$ cat src/rtl/fi_pkg.sv
package fi_pkg;

   localparam int FRAME_W = 24;
   localparam int SEED_W  = 16;
   localparam int IDX_W   = 6;

   typedef struct packed {
      logic              en;
      logic              transient;
      logic [IDX_W-1:0]  idx;
      logic [SEED_W-1:0] seed;
   } fi_frame_t;

   typedef struct packed {
      logic              armed;
      logic              injected;
      logic              released;
      logic              bad_idx;
      logic [3:0]        zero;
      logic [SEED_W-1:0] steps;
   } fi_status_t;

   function automatic logic [SEED_W-1:0] lfsr_advance(input logic [SEED_W-1:0] s);
      return {s[SEED_W-2:0], s[15] ^ s[13] ^ s[12] ^ s[10]};
   endfunction

endpackage

$ cat src/rtl/fi_serial_port.sv
module fi_serial_port
   import fi_pkg::*;
#(
   parameter int SYNC_STAGES = 2
) (
   input  logic       clk,
   input  logic       rst_n,
   input  logic       sclk,
   input  logic       sel_n,
   input  logic       mosi,
   output logic       miso,
   input  fi_status_t status_in,
   output fi_frame_t  frame_out,
   output logic       frame_valid
);

   localparam int CNT_W   = $clog2(FRAME_W + 2);
   localparam int CNT_MAX = FRAME_W + 1;

   logic [SYNC_STAGES-1:0][2:0] sync_q;
   logic                        sel_s, sclk_s, mosi_s;
   logic                        sel_d, sclk_d;
   logic                        sel_fall, sel_rise, sclk_rise;
   logic [FRAME_W-1:0]          shreg;
   logic [CNT_W-1:0]            edge_cnt;

   always_ff @(posedge clk or negedge rst_n) begin
      if (!rst_n) sync_q <= {SYNC_STAGES{3'b100}};
      else        sync_q <= {sync_q[SYNC_STAGES-2:0], {sel_n, sclk, mosi}};
   end

   assign sel_s  = sync_q[SYNC_STAGES-1][2];
   assign sclk_s = sync_q[SYNC_STAGES-1][1];
   assign mosi_s = sync_q[SYNC_STAGES-1][0];

   assign sel_fall  = !sel_s && sel_d;
   assign sel_rise  = sel_s && !sel_d;
   assign sclk_rise = sclk_s && !sclk_d && !sel_s;

   always_ff @(posedge clk or negedge rst_n) begin
      if (!rst_n) begin
         sel_d    <= 1'b1;
         sclk_d   <= 1'b0;
         shreg    <= '0;
         edge_cnt <= '0;
      end else begin
         sel_d  <= sel_s;
         sclk_d <= sclk_s;
         if (sel_fall) begin
            shreg    <= status_in;
            edge_cnt <= '0;
         end else if (sclk_rise) begin
            shreg <= {shreg[FRAME_W-2:0], mosi_s};
            if (edge_cnt != CNT_W'(CNT_MAX)) edge_cnt <= edge_cnt + 1'b1;
         end
      end
   end

   assign miso        = shreg[FRAME_W-1];
   assign frame_out   = fi_frame_t'(shreg);
   assign frame_valid = sel_rise && (edge_cnt == CNT_W'(FRAME_W));

endmodule

$ cat src/rtl/fi_lfsr_timer.sv
module fi_lfsr_timer
   import fi_pkg::*;
#(
   parameter int DELAY_W = 6
) (
   input  logic              clk,
   input  logic              rst_n,
   input  logic              load,
   input  logic [SEED_W-1:0] seed,
   input  logic              run,
   output logic              hit,
   output logic [SEED_W-1:0] steps
);

   logic [SEED_W-1:0] lfsr_q;

   assign hit = (lfsr_q[DELAY_W-1:0] == '0);

   always_ff @(posedge clk or negedge rst_n) begin
      if (!rst_n) begin
         lfsr_q <= SEED_W'(1);
         steps  <= '0;
      end else if (load) begin
         lfsr_q <= (seed == '0) ? SEED_W'(1) : seed;
         steps  <= '0;
      end else if (run && !hit) begin
         lfsr_q <= lfsr_advance(lfsr_q);
         if (steps != '1) steps <= steps + 1'b1;
      end
   end

endmodule

$ cat src/rtl/fi_point_array.sv
module fi_point_array
   import fi_pkg::*;
#(
   parameter int NUM_POINTS = 16
) (
   input  logic [NUM_POINTS-1:0] func_in,
   input  logic [IDX_W-1:0]      sel_idx,
   input  logic                  active,
   output logic [NUM_POINTS-1:0] func_out
);

   generate
      for (genvar p = 0; p < NUM_POINTS; p++) begin : g_point
         logic flip;
         assign flip        = active && (sel_idx == IDX_W'(p));
         assign func_out[p] = flip ? ~func_in[p] : func_in[p];
      end
   endgenerate

endmodule

$ cat src/rtl/fault_inject_ctrl.sv
module fault_inject_ctrl
   import fi_pkg::*;
#(
   parameter int NUM_POINTS  = 16,
   parameter int DELAY_W     = 6,
   parameter int SYNC_STAGES = 2
) (
   input  logic                  clk,
   input  logic                  rst_n,
   input  logic                  cfg_sclk,
   input  logic                  cfg_sel_n,
   input  logic                  cfg_mosi,
   output logic                  cfg_miso,
   input  logic                  err_detect,
   input  logic [NUM_POINTS-1:0] func_in,
   output logic [NUM_POINTS-1:0] func_out
);

   generate
      if (NUM_POINTS < 1 || NUM_POINTS > (1 << IDX_W)) begin : g_chk_points
         $error("NUM_POINTS must lie in 1..64");
      end
      if (DELAY_W < 1 || DELAY_W > SEED_W) begin : g_chk_delay
         $error("DELAY_W must lie in 1..16");
      end
      if (SYNC_STAGES < 2) begin : g_chk_sync
         $error("SYNC_STAGES must be at least 2");
      end
   endgenerate

   fi_frame_t         frame;
   fi_status_t        status;
   logic              frame_valid;
   logic              is_query;
   logic              arm_load;
   logic              idx_ok;
   logic              armed, injected, released, bad_idx, mode_tr;
   logic [IDX_W-1:0]  point_idx;
   logic              hit;
   logic [SEED_W-1:0] steps;
   logic              fault_active;

   fi_serial_port #(.SYNC_STAGES(SYNC_STAGES)) u_port (
      .clk        (clk),
      .rst_n      (rst_n),
      .sclk       (cfg_sclk),
      .sel_n      (cfg_sel_n),
      .mosi       (cfg_mosi),
      .miso       (cfg_miso),
      .status_in  (status),
      .frame_out  (frame),
      .frame_valid(frame_valid)
   );

   assign is_query = !frame.en && frame.transient;
   assign arm_load = frame_valid && !is_query;
   assign idx_ok   = (int'(frame.idx) < NUM_POINTS);

   always_ff @(posedge clk or negedge rst_n) begin
      if (!rst_n) begin
         armed     <= 1'b0;
         injected  <= 1'b0;
         released  <= 1'b0;
         bad_idx   <= 1'b0;
         mode_tr   <= 1'b0;
         point_idx <= '0;
      end else if (arm_load) begin
         armed     <= frame.en && idx_ok;
         injected  <= 1'b0;
         released  <= 1'b0;
         bad_idx   <= frame.en && !idx_ok;
         mode_tr   <= frame.transient;
         point_idx <= frame.idx;
      end else begin
         if (armed && !injected && hit) injected <= 1'b1;
         if (injected && !released && mode_tr && err_detect) released <= 1'b1;
      end
   end

   fi_lfsr_timer #(.DELAY_W(DELAY_W)) u_timer (
      .clk  (clk),
      .rst_n(rst_n),
      .load (arm_load),
      .seed (frame.seed),
      .run  (armed && !injected),
      .hit  (hit),
      .steps(steps)
   );

   assign fault_active = injected && !released;

   fi_point_array #(.NUM_POINTS(NUM_POINTS)) u_points (
      .func_in (func_in),
      .sel_idx (point_idx),
      .active  (fault_active),
      .func_out(func_out)
   );

   assign status = '{armed: armed, injected: injected, released: released,
                     bad_idx: bad_idx, zero: 4'b0000, steps: steps};

endmodule

$ cat config.mk
export PLATFORM = sky130hd
export DESIGN_NAME = fault_inject_ctrl
export DESIGN_NICKNAME = d
export VERILOG_FILES = /design/src/rtl/fi_pkg.sv /design/src/rtl/fi_serial_port.sv /design/src/rtl/fi_lfsr_timer.sv /design/src/rtl/fi_point_array.sv /design/src/rtl/fault_inject_ctrl.sv
export SDC_FILE = /design/constraint.sdc
export NUM_CORES = 1
export LEC_CHECK = 0
export ABC_AREA = 0
export BUFFER_PORTS_ARGS = -buffer_cell sky130_fd_sc_hd__buf_2
export CAP_MARGIN = 25
export CORE_ASPECT_RATIO = 1.5
export CORE_UTILIZATION = 45
export DETAILED_ROUTE_END_ITERATION = 10
export SETUP_SLACK_MARGIN = 0.3
export SKIP_LAST_GASP = 1
export SLEW_MARGIN = 10
export SYNTH_ARGS = -nofsm -noshare
export SYNTH_HDL_FRONTEND = slang
export SYNTH_SLANG_ARGS = --single-unit
$ cat constraint.sdc
create_clock -name clk -period 4.2 [get_ports clk]
set_input_delay 0.84 -clock clk [delete_from_list [all_inputs] [get_ports clk]]
set_output_delay 0.84 -clock clk [all_outputs]
set_load 0.05 [all_outputs]
==> results of run 1 <==
## power breakdown
group          leakage (nW)  internal [mW]  switching, mW
Clock                 0.150          0.491          0.291
Sequential             1.09          0.786         0.0124
Combinational         0.768         0.0370         0.0787
Total                  2.01           1.31          0.382
## worst min path at each step
stage / cells past startpoint / from / to
finish: 0 / u_port.sync_q[0]$_DFF_PN0_ / u_port.mosi_s$_DFF_PN0_
floorplan: 0 / u_port.sync_q[0]$_DFF_PN0_ / u_port.mosi_s$_DFF_PN0_
CTS: 0 / u_port.sync_q[0]$_DFF_PN0_ / u_port.mosi_s$_DFF_PN0_
global placement: 0 / u_port.sync_q[0]$_DFF_PN0_ / u_port.mosi_s$_DFF_PN0_
detailed placement: 0 / u_port.sync_q[0]$_DFF_PN0_ / u_port.mosi_s$_DFF_PN0_
global route: 0 / u_port.sync_q[2]$_DFF_PN1_ / u_port.sel_s$_DFF_PN1_
## cells in the final DEF (no fill, tap or decap), drive strengths merged, types with 2 or more instances in the layout
cell / n
ha: 4
nand2: 70
nand4: 6
inv: 5
clkinv: 2
a31oi: 2
o31ai: 2
nor2: 37
clkbuf: 13
buf: 43
nor4: 11
xnor2: 24
dfstp: 4
nand3: 16
and3: 3
nor3b: 5
nor3: 8
nor2b: 2
xor2: 7
nand2b: 3
dfrtp: 76
a21oi: 12
o21ai: 44
or4: 2
nand3b: 4
mux2i: 31
## kinds of logic after synthesis
family                   Yosys count
AO/OA/AOI/OAI                     65
XOR/XNOR                          31
adder cells (fa/ha/maj)            4
buffers and inverters             24
flip-flops                        80
multiplexers                      31
AND/OR/NAND/NOR                  175
## stage by stage
step | cells | power, mW | util (%) | area (um2)
global route | 557 | 1.77 | 53.6 | 4540
floorplan | 410 | 0.880 | - | 3950
detailed placement | 540 | 0.927 | 49.8 | 4220
finish | 557 | 1.70 | 53.6 | 4540
CTS | 556 | 1.72 | 53.4 | 4520
global placement | 540 | 0.924 | 49.8 | 4220
## state kept, by name (all words and copies together) (netlist names)
name / cells
mode_tr: 1
u_port.frame_out: 24
u_port.mosi_s: 1
point_idx: 6
u_port.sel_d: 1
bad_idx: 1
u_timer.steps: 16
released: 1
u_port.edge_cnt: 5
u_timer.lfsr_q: 16
u_port.sclk_d: 1
u_port.sclk_s: 1
injected: 1
armed: 1
u_port.sel_s: 1
u_port.sync_q: 3
## layout make-up
| class | instances | area, um2 | area share (%) |
|---|---|---|---|
| inverter | 5 | 18.8 | 0.414 |
| clock inverter | 3 | 40.0 | 0.882 |
| multi-input combinational | 306 | 1840 | 40.4 |
| tap | 107 | 134 | 2.95 |
| sequential | 80 | 2010 | 44.2 |
| timing repair buffer | 43 | 243 | 5.35 |
| clock buffer | 13 | 260 | 5.73 |
## metal layers
metal | share of wire [%] | wire length (um)
met1 | 41 | 3360
met2 | 54 | 4450
met5 | 0 | 0
met3 | 3.4 | 275
met4 | 1.5 | 125
==> flow_metrics.env, run 1 <==
export IMPL_run_status="finished, final reports clean"
export IMPL_power_density_mw_per_mm2=374
export IMPL_initial_utilization_pct=46.6
export IMPL_drtAntennaViolNets=0
export IMPL_crit_start="released$_DFFE_PN0P_"
export IMPL_r2r_end="u_timer.steps[1]$_DFFE_PN0P_"
export IMPL_yosysTopAreaCell="dfrtp_1"
export IMPL_finalClockSkew_ns=0.00486
export IMPL_cts_buffer_depth=2
export IMPL_drive_above_1_share_pct=14.9
export IMPL_yosysMostFrequentCell="dfrtp_1"
export IMPL_fin_nets=471
export IMPL_antenna_found_initial=0
export IMPL_ios=39
export IMPL_cts_made_buffers=9
export IMPL_die_h_um=117
export IMPL_path_class="flop to output pin"
export IMPL_grt_pass1_wl_um=14300
export IMPL_ctsResizeCount=0
export IMPL_portBuffers=38
export IMPL_ir_worst_vdd_mv=0.210
export IMPL_worst_pin_slew_ns=0.836
export IMPL_ys_types=41
export IMPL_path_depth=5
export IMPL_setup_ws_ns=0.874
export IMPL_syn_nets=436
export IMPL_die_w_um=78.5
export IMPL_dieArea_mm2=0.00915
export IMPL_reg2reg_setup_slack_ns=1.78
export IMPL_synth_xor_area_share_pct=6.88
export IMPL_synth_adder_area_share_pct=1.27
export IMPL_post_place_ws_ns=1.24
export IMPL_fillCellCount=793
export IMPL_ys_warn_count=0
export IMPL_syn_inst=410
export IMPL_r2r_start="u_timer.steps[0]$_DFFE_PN0P_"
export IMPL_synth_edf_count=0
export IMPL_first_pass_iters=4
export IMPL_period_minus_slack_ns=3.33
export IMPL_required_ns=3.36
export IMPL_synthTopCellsByCount="dfrtp_1 (76), nand2_1 (70), o21ai_0 (44), nor2_1 (37), mux2i_1 (31)"
export IMPL_fmax_mhz=301
export IMPL_grt_start_max_net_pins=81
export IMPL_period_share_pct=79.2
export IMPL_core_area_mm2=0.00846
export IMPL_wire_per_inst_um=14.7
export IMPL_path_buf_inv=1
export IMPL_busiest_layer="met2"
export IMPL_synthSimpleGateAreaFrac_pct=21.3
export IMPL_diodes=0
export IMPL_area_growth_pct=15.0
export IMPL_rows=41
export IMPL_path_clk_slew_ns=0.06
export IMPL_hp_class="flop to flop"
export IMPL_cp_arrival_ns=2.49
export IMPL_end_kind="output pin"
export IMPL_path_cells="or4b_2, nor3b_1, nand3b_1, xnor2_1, buf_2"
export IMPL_grtUsageMet3_pct=4.61
export IMPL_synth_top_family_by_area="simple AND/OR/NAND/NOR gates"
export IMPL_fin_hold_ws_ns=0.348
export IMPL_finalSetupViolations=0
export IMPL_synthMuxAreaShare_pct=7.87
export IMPL_final_max_slew_viol_count=0
export IMPL_grtUsageMet2_pct=38.4
export IMPL_clock_sinks=80
export IMPL_max_stage_delay_ns=0.75
export IMPL_synthArstFlopShare_pct=100
export IMPL_yosys_top_cells_area="dfrtp_1 (48%), mux2i_1 (7.9%), nand2_1 (6.7%), o21ai_0 (5.6%), xnor2_1 (5.3%)"
export IMPL_crit_path_start_kind="flop"
export IMPL_reg2regPathDepth=6
export IMPL_avgViaCountPerCell=5.34
export IMPL_postSynthAreaPerCell_um2=9.62
export IMPL_routed_wl_um=8210
export IMPL_ctsHoldBuffers=0
export IMPL_maxCapViolCount=0
export IMPL_postCtsSetupBuffers=0
export IMPL_cp_max_fo=5
export IMPL_drc=0
export IMPL_synth_compound_area_share_pct=9.04
export IMPL_cts_tree="built"
export IMPL_slew_headroom_pct=44.2
export IMPL_clock_latency_ns=0.33
export IMPL_ys_seq_area_share_pct=50.9
export IMPL_cts_root_buf="clkbuf_16"
export IMPL_grt_total_usage_pct=20.4
export IMPL_htreeDepth=3
export IMPL_grt_overflow=0
export IMPL_vias=2972
export IMPL_syn_area_mm2=0.00395
export IMPL_grt_pass1_vias=3071
export IMPL_gp_congestion=0.764
export IMPL_dpl_hpwl_um=5450
export IMPL_hold_viol=0
export IMPL_use_met1_pct=21.9
export IMPL_crit_end="func_out[9]"
export IMPL_synthFlopType="dfrtp_1"
export IMPL_slowest_stage="or4b_2"
export IMPL_path_delay_family="simple AND/OR/NAND/NOR gates"
export IMPL_yosysTopAreaCellShare_pct=48.2
export IMPL_synth_seq_cells=80
export IMPL_p_leak_nw=2.01
export IMPL_drt_initial_drc_count=144
export IMPL_setup_tns_ns=0
export IMPL_rsz0062_at_grt="false"
(Power assumes the default switching activity.)
==> run 2: changes to the inputs <==
==> constraint.sdc (replaced) <==
create_clock -name clk -period 3.08 [get_ports clk]
set_input_delay 0.616 -clock clk [delete_from_list [all_inputs] [get_ports clk]]
set_output_delay 0.616 -clock clk [all_outputs]
set_load 0.05 [all_outputs]
==> run 2 against run 1 <==
  * Total power grew 36%
  * Cell area grew 5.4%
  * Routed wire length grew 1.7%
  * Flip-flop and latch count is the same
  * Largest cell class is now multi-input gates
==> flow_metrics.env, run 2 (same netlist as run 1, synthesis figures left out) <==
export IMPL_max_stage_delay_ns=0.61
export IMPL_p_leak_nw=2.12
export IMPL_drive_above_1_share_pct=20.8
export IMPL_antenna_found_initial=0
export IMPL_hp_class="input port to async pin"
export IMPL_layout_commonest_cell="dfrtp_1"
export IMPL_cts_tree="built"
export IMPL_die_h_um=117
export IMPL_grt_pass1_vias=2972
export IMPL_die_w_um=78.5
export IMPL_vias=2998
export IMPL_slowest_stage="or4b_4"
export IMPL_run_status="finished, final reports clean"
export IMPL_finalSetupViolations=0
export IMPL_worst_pin_slew_ns=0.700
export IMPL_clock_latency_ns=0.33
export IMPL_period_share_pct=88.8
export IMPL_grt_overflow=0
export IMPL_path_delay_family="simple AND/OR/NAND/NOR gates"
export IMPL_finalClockSkew_ns=0.00524
export IMPL_diodes=0
export IMPL_hold_viol=0
export IMPL_fin_nets=474
export IMPL_cts_root_buf="clkbuf_16"
export IMPL_cts_made_buffers=9
export IMPL_cts_buffer_depth=2
export IMPL_routed_wl_um=8340
export IMPL_initial_utilization_pct=46.6
export IMPL_cp_arrival_ns=2.12
export IMPL_avgViaCountPerCell=5.35
export IMPL_core_area_mm2=0.00846
export IMPL_path_clk_slew_ns=0.06
export IMPL_power_density_mw_per_mm2=482
export IMPL_setup_tns_ns=0
export IMPL_first_pass_iters=4
export IMPL_period_minus_slack_ns=2.73
export IMPL_end_kind="output pin"
export IMPL_rsz0062_at_grt="true"
export IMPL_fmax_mhz=366
export IMPL_grt_pass1_wl_um=14100
export IMPL_dpl_hpwl_um=5570
export IMPL_cp_max_fo=5
export IMPL_area_growth_pct=21.3
export IMPL_required_ns=2.46
export IMPL_largest_register_ffs=24
export IMPL_rows=41
export IMPL_maxCapViolCount=0
export IMPL_drt_initial_drc_count=113
export IMPL_wire_per_inst_um=14.9
export IMPL_grt_start_max_net_pins=81
export IMPL_path_buf_inv=2
export IMPL_ios=39
export IMPL_clock_sinks=80
export IMPL_final_max_slew_viol_count=0
export IMPL_final_cells=560
export IMPL_drc=0
export IMPL_dp_cells=542
export IMPL_portBuffers=38
export IMPL_gp_congestion=0.771
export IMPL_dieArea_mm2=0.00915
export IMPL_ir_worst_vdd_mv=0.290
export IMPL_path_class="flop to output pin"
export IMPL_grt_total_usage_pct=20.2
export IMPL_crit_path_start_kind="flop"
export IMPL_htreeDepth=3
export IMPL_slew_headroom_pct=53.3
export IMPL_path_cells="or4b_4, inv_2, nand3_4, nor3b_4, xor2_2, buf_6"
export IMPL_layout_common_cells="dfrtp_1 (75), nand2_1 (70), o21ai_0 (44)"
export IMPL_drtAntennaViolNets=0
## run 2: cell types whose count changed in the layout (fill, tap and decap cells not counted), moves of 4 or more
cell      change
xnor2_1      -13
xnor2_2      +13
buf_2        -13
buf_4         +8
nor3b_1       -4
clkbuf_4      +6
## run 2: layout make-up
class                   instances  area [um2]
multi-input cells             306        2020
well taps                     107         134
clock buffers                  12         246
inverters                       5        18.8
clock inverters                 4        45.0
flip-flops and latches         80        2010
fillers                       759        3680
repair buffers                 46         313
## run 2: stage by stage
step / util, % / setup slack [ns] / power [mW] / hold slack [ns] / cell area [um2]
finish: 56.5 / 0.345 / 2.31 / 0.172 / 4780
global route: 56.5 / 0.264 / 2.39 / 0.186 / 4780
CTS: 55.5 / 0.301 / 2.33 / 0.350 / 4700
detailed placement: 51.3 / 0.314 / 1.27 / 0.339 / 4350
global placement: 51.3 / 0.367 / 1.27 / 0.333 / 4350
floorplan: - / 0.307 / 1.21 / 0.320 / 4060
## run 2: what timing repair did
item | in CTS | in global routing
resized for setup | 16 | 14
buffers inserted | 0 | 1
gates cloned | 0 | 0
hold buffers | 0 | 0
setup endpoints to repair | 16 | 15
pin swaps | 1 | 4
## run 2: final timing paths
check | from | end | slack (ns) | cells after the start
worst min-delay path | rst_n | u_timer.steps[2]$_DFFE_PN0P_ | 0.17 | 1
worst min register to register | u_port.sync_q[1]$_DFF_PN0_ | u_port.sclk_s$_DFF_PN0_ | 0.35 | 0
worst max register to register | u_timer.steps[0]$_DFFE_PN0P_ | u_timer.steps[11]$_DFFE_PN0P_ | 1.04 | 6
worst max-delay path | point_idx[5]$_DFFE_PN0N_ | func_out[14] | 0.35 | 6
min in group clk | u_port.sync_q[1]$_DFF_PN0_ | u_port.sclk_s$_DFF_PN0_ | 0.35 | 0
max in group asynchronous | rst_n | u_timer.lfsr_q[0]$_DFFE_PN1P_ | 2.30 | 2
## run 2: metal layers
layer | global-route usage, % | vias to the layer above | wire, um
li1 | - | 1495 | -
met1 | 21.4 | 1431 | 3430
met2 | 39.1 | 64 | 4540
met3 | 3.36 | 8 | 240
met4 | 8.52 | 0 | 128
met5 | 0 | - | 0
## run 2: where the power goes
| part | switching, mW | internal (mW) |
|---|---|---|
| clock | 0.399 | 0.646 |
| combinational | 0.112 | 0.0630 |
| sequential | 0.0167 | 1.07 |
| total | 0.527 | 1.78 |
==> run 3: changes to the inputs <==
--- a/config.mk
+++ b/config.mk
@@ -9,9 +9,10 @@
 export BUFFER_PORTS_ARGS = -buffer_cell sky130_fd_sc_hd__buf_2
 export CAP_MARGIN = 25
 export CORE_ASPECT_RATIO = 1.5
+export CORE_MARGIN = 5
 export CORE_UTILIZATION = 45
 export DETAILED_ROUTE_END_ITERATION = 10
-export SETUP_SLACK_MARGIN = 0.3
+export PLACE_DENSITY = 0.66
 export SKIP_LAST_GASP = 1
 export SLEW_MARGIN = 10
 export SYNTH_ARGS = -nofsm -noshare
==> constraint.sdc (replaced) <==
create_clock -name clk -period 2.2 [get_ports clk]
set_input_delay 0.44 -clock clk [delete_from_list [all_inputs] [get_ports clk]]
set_output_delay 0.44 -clock clk [all_outputs]
set_load 0.05 [all_outputs]
==> run 3 against run 2 <==
  * Sequential share of layout area down 3.0 points
  * Die area rose by 18%
  * Non-clock buffer count is 13 higher
  * The flow now finishes with violations (negative setup slack)
  * Core utilization up 4.0 points
  * Register-to-register slack lost 0.83 ns
  * Critical path type unchanged
  * Via count grew 2.4%
  * Cell count increased by 2.3%
  * Flip-flop and latch count unchanged
==> flow_metrics.env, run 3 (same netlist as run 1, synthesis figures left out) <==
export IMPL_run_status="complete, but fails checks"
export IMPL_violations="negative setup slack"
export IMPL_cts_tree="built"
export IMPL_finalClockSkew_ns=0.00662
export IMPL_rsz0062_at_grt="true"
export IMPL_cts_buffer_depth=2
export IMPL_ctsHoldBuffers=0
export IMPL_r2r_end="u_timer.steps[11]$_DFFE_PN0P_"
export IMPL_grt_total_usage_pct=17.2
export IMPL_grt_pass1_vias=3179
export IMPL_hold_viol=0
export IMPL_power_density_mw_per_mm2=612
export IMPL_avgViaCountPerCell=5.36
export IMPL_power_mw=3.16
export IMPL_finalSetupViolations=16
export IMPL_final_cells=573
export IMPL_drive_above_1_share_pct=25.5
export IMPL_gp_congestion=0.748
export IMPL_reg2reg_setup_slack_ns=0.21
export IMPL_reg2regPathDepth=6
export IMPL_setup_ws_ns=-0.413
export IMPL_path_clk_slew_ns=0.06
export IMPL_period_minus_slack_ns=2.61
export IMPL_period_share_pct=119
export IMPL_dieArea_mm2=0.0108
export IMPL_vias=3071
export IMPL_drc=0
export IMPL_fmax_mhz=383
export IMPL_wire_per_inst_um=14.8
export IMPL_fin_nets=487
export IMPL_drt_initial_drc_count=183
export IMPL_area_growth_pct=30.7
export IMPL_crit_path_start_kind="flop"
export IMPL_die_h_um=125
export IMPL_dp_cells=555
export IMPL_antenna_found_initial=0
export IMPL_grt_start_max_net_pins=44
export IMPL_r2r_start="injected$_DFFE_PN0P_"
export IMPL_die_w_um=86.5
export IMPL_diodes=0
export IMPL_portBuffers=38
export IMPL_drtAntennaViolNets=0
export IMPL_largest_register_ffs=24
export IMPL_htreeDepth=3
export IMPL_final_max_slew_viol_count=0
export IMPL_first_pass_iters=5
export IMPL_routed_wl_um=8490
export IMPL_layout_commonest_cell="dfrtp_1"
export IMPL_worst_pin_slew_ns=0.553
export IMPL_clock_sinks=80
export IMPL_post_place_ws_ns=-0.178
export IMPL_hp_class="input port to async pin"
export IMPL_end_kind="output pin"
export IMPL_required_ns=1.76
export IMPL_path_class="flop to output pin"
export IMPL_slew_headroom_pct=63.1
export IMPL_dpl_hpwl_um=6100
export IMPL_grt_overflow=0
export IMPL_cp_max_fo=5
export IMPL_maxCapViolCount=0
export IMPL_p_leak_nw=2.23
export IMPL_rows=41
export IMPL_layout_common_cells="dfrtp_1 (76), nand2_1 (65), o21ai_0 (44)"
export IMPL_cts_root_buf="clkbuf_16"
export IMPL_cts_made_buffers=9
export IMPL_cp_arrival_ns=2.17
export IMPL_ios=39
export IMPL_clock_latency_ns=0.34
export IMPL_core_area_mm2=0.00852
export IMPL_utilization_pct=60.5
export IMPL_initial_utilization_pct=46.3
export IMPL_grt_pass1_wl_um=14900
export IMPL_ir_worst_vdd_mv=0.446
==> run 3: cell count changes in the layout (fill, tap and decap cells not counted), moves of 5 or more <==
cell	before	now
buf_4	13	21
buf_6	2	16
xnor2_4	0	13
clkbuf_4	6	0
nand2_1	70	65
xnor2_2	13	0
==> run 3: repair_timing <==
action,in CTS,in global routing
setup endpoints to repair,16,16
pin swaps,10,8
resized for setup,41,5
buffers inserted,1,1
==> run 3: report_power, final <==
part	total, mW	internal (mW)	switching, mW
Combinational	0.285	0.116	0.169
Sequential	1.52	1.50	0.0236
Clock	1.35	0.785	0.564
Total	3.16	2.40	0.756
==> run 3: critical path: stages (launching register included) <==
cell and delay, ns:
dfrtp_1 0.37, or4b_4 0.63, nor3b_4 0.29, nand2_1 0.18, xnor2_4 0.16, buf_4 0.21
==> run 3: layout make-up <==
class	count	area, um2
fill	733	3360
multi-input combinational	306	2260
sequential	80	2010
timing repair buffer	59	463
clock buffer	10	239
tap	107	134
clock inverter	6	35.0
inverter	5	18.8
==> run 3: layer usage <==
layer | GRT usage [%] | vias to the layer above | part of all wire (%)
met5 | 0 | - | 0
met4 | 7.43 | 0 | 2.4
met3 | 3.84 | 15 | 5.5
met2 | 29.0 | 68 | 52
met1 | 20.7 | 1471 | 40
li1 | - | 1517 | -
==> run 3: metrics by stage <==
step | TNS [ns] | area (um2) | hold WS, ns
floorplan | -0.0483 | 4310 | 0.144
global placement | -0.908 | 4710 | 0.333
detailed placement | -1.77 | 4710 | 0.342
CTS | -6.19 | 5130 | 0.113
global route | -7.27 | 5160 | 0.143
finish | -5.78 | 5160 | 0.0928
==> run 3: worst max path at each step <==
stage                             startpoint            to
CTS                     released$_DFFE_PN0P_  func_out[14]
global placement    point_idx[4]$_DFFE_PN0N_   func_out[7]
finish                  released$_DFFE_PN0P_   func_out[6]
global route            released$_DFFE_PN0P_   func_out[5]
floorplan           point_idx[4]$_DFFE_PN0N_  func_out[14]
detailed placement  point_idx[4]$_DFFE_PN0N_   func_out[6]
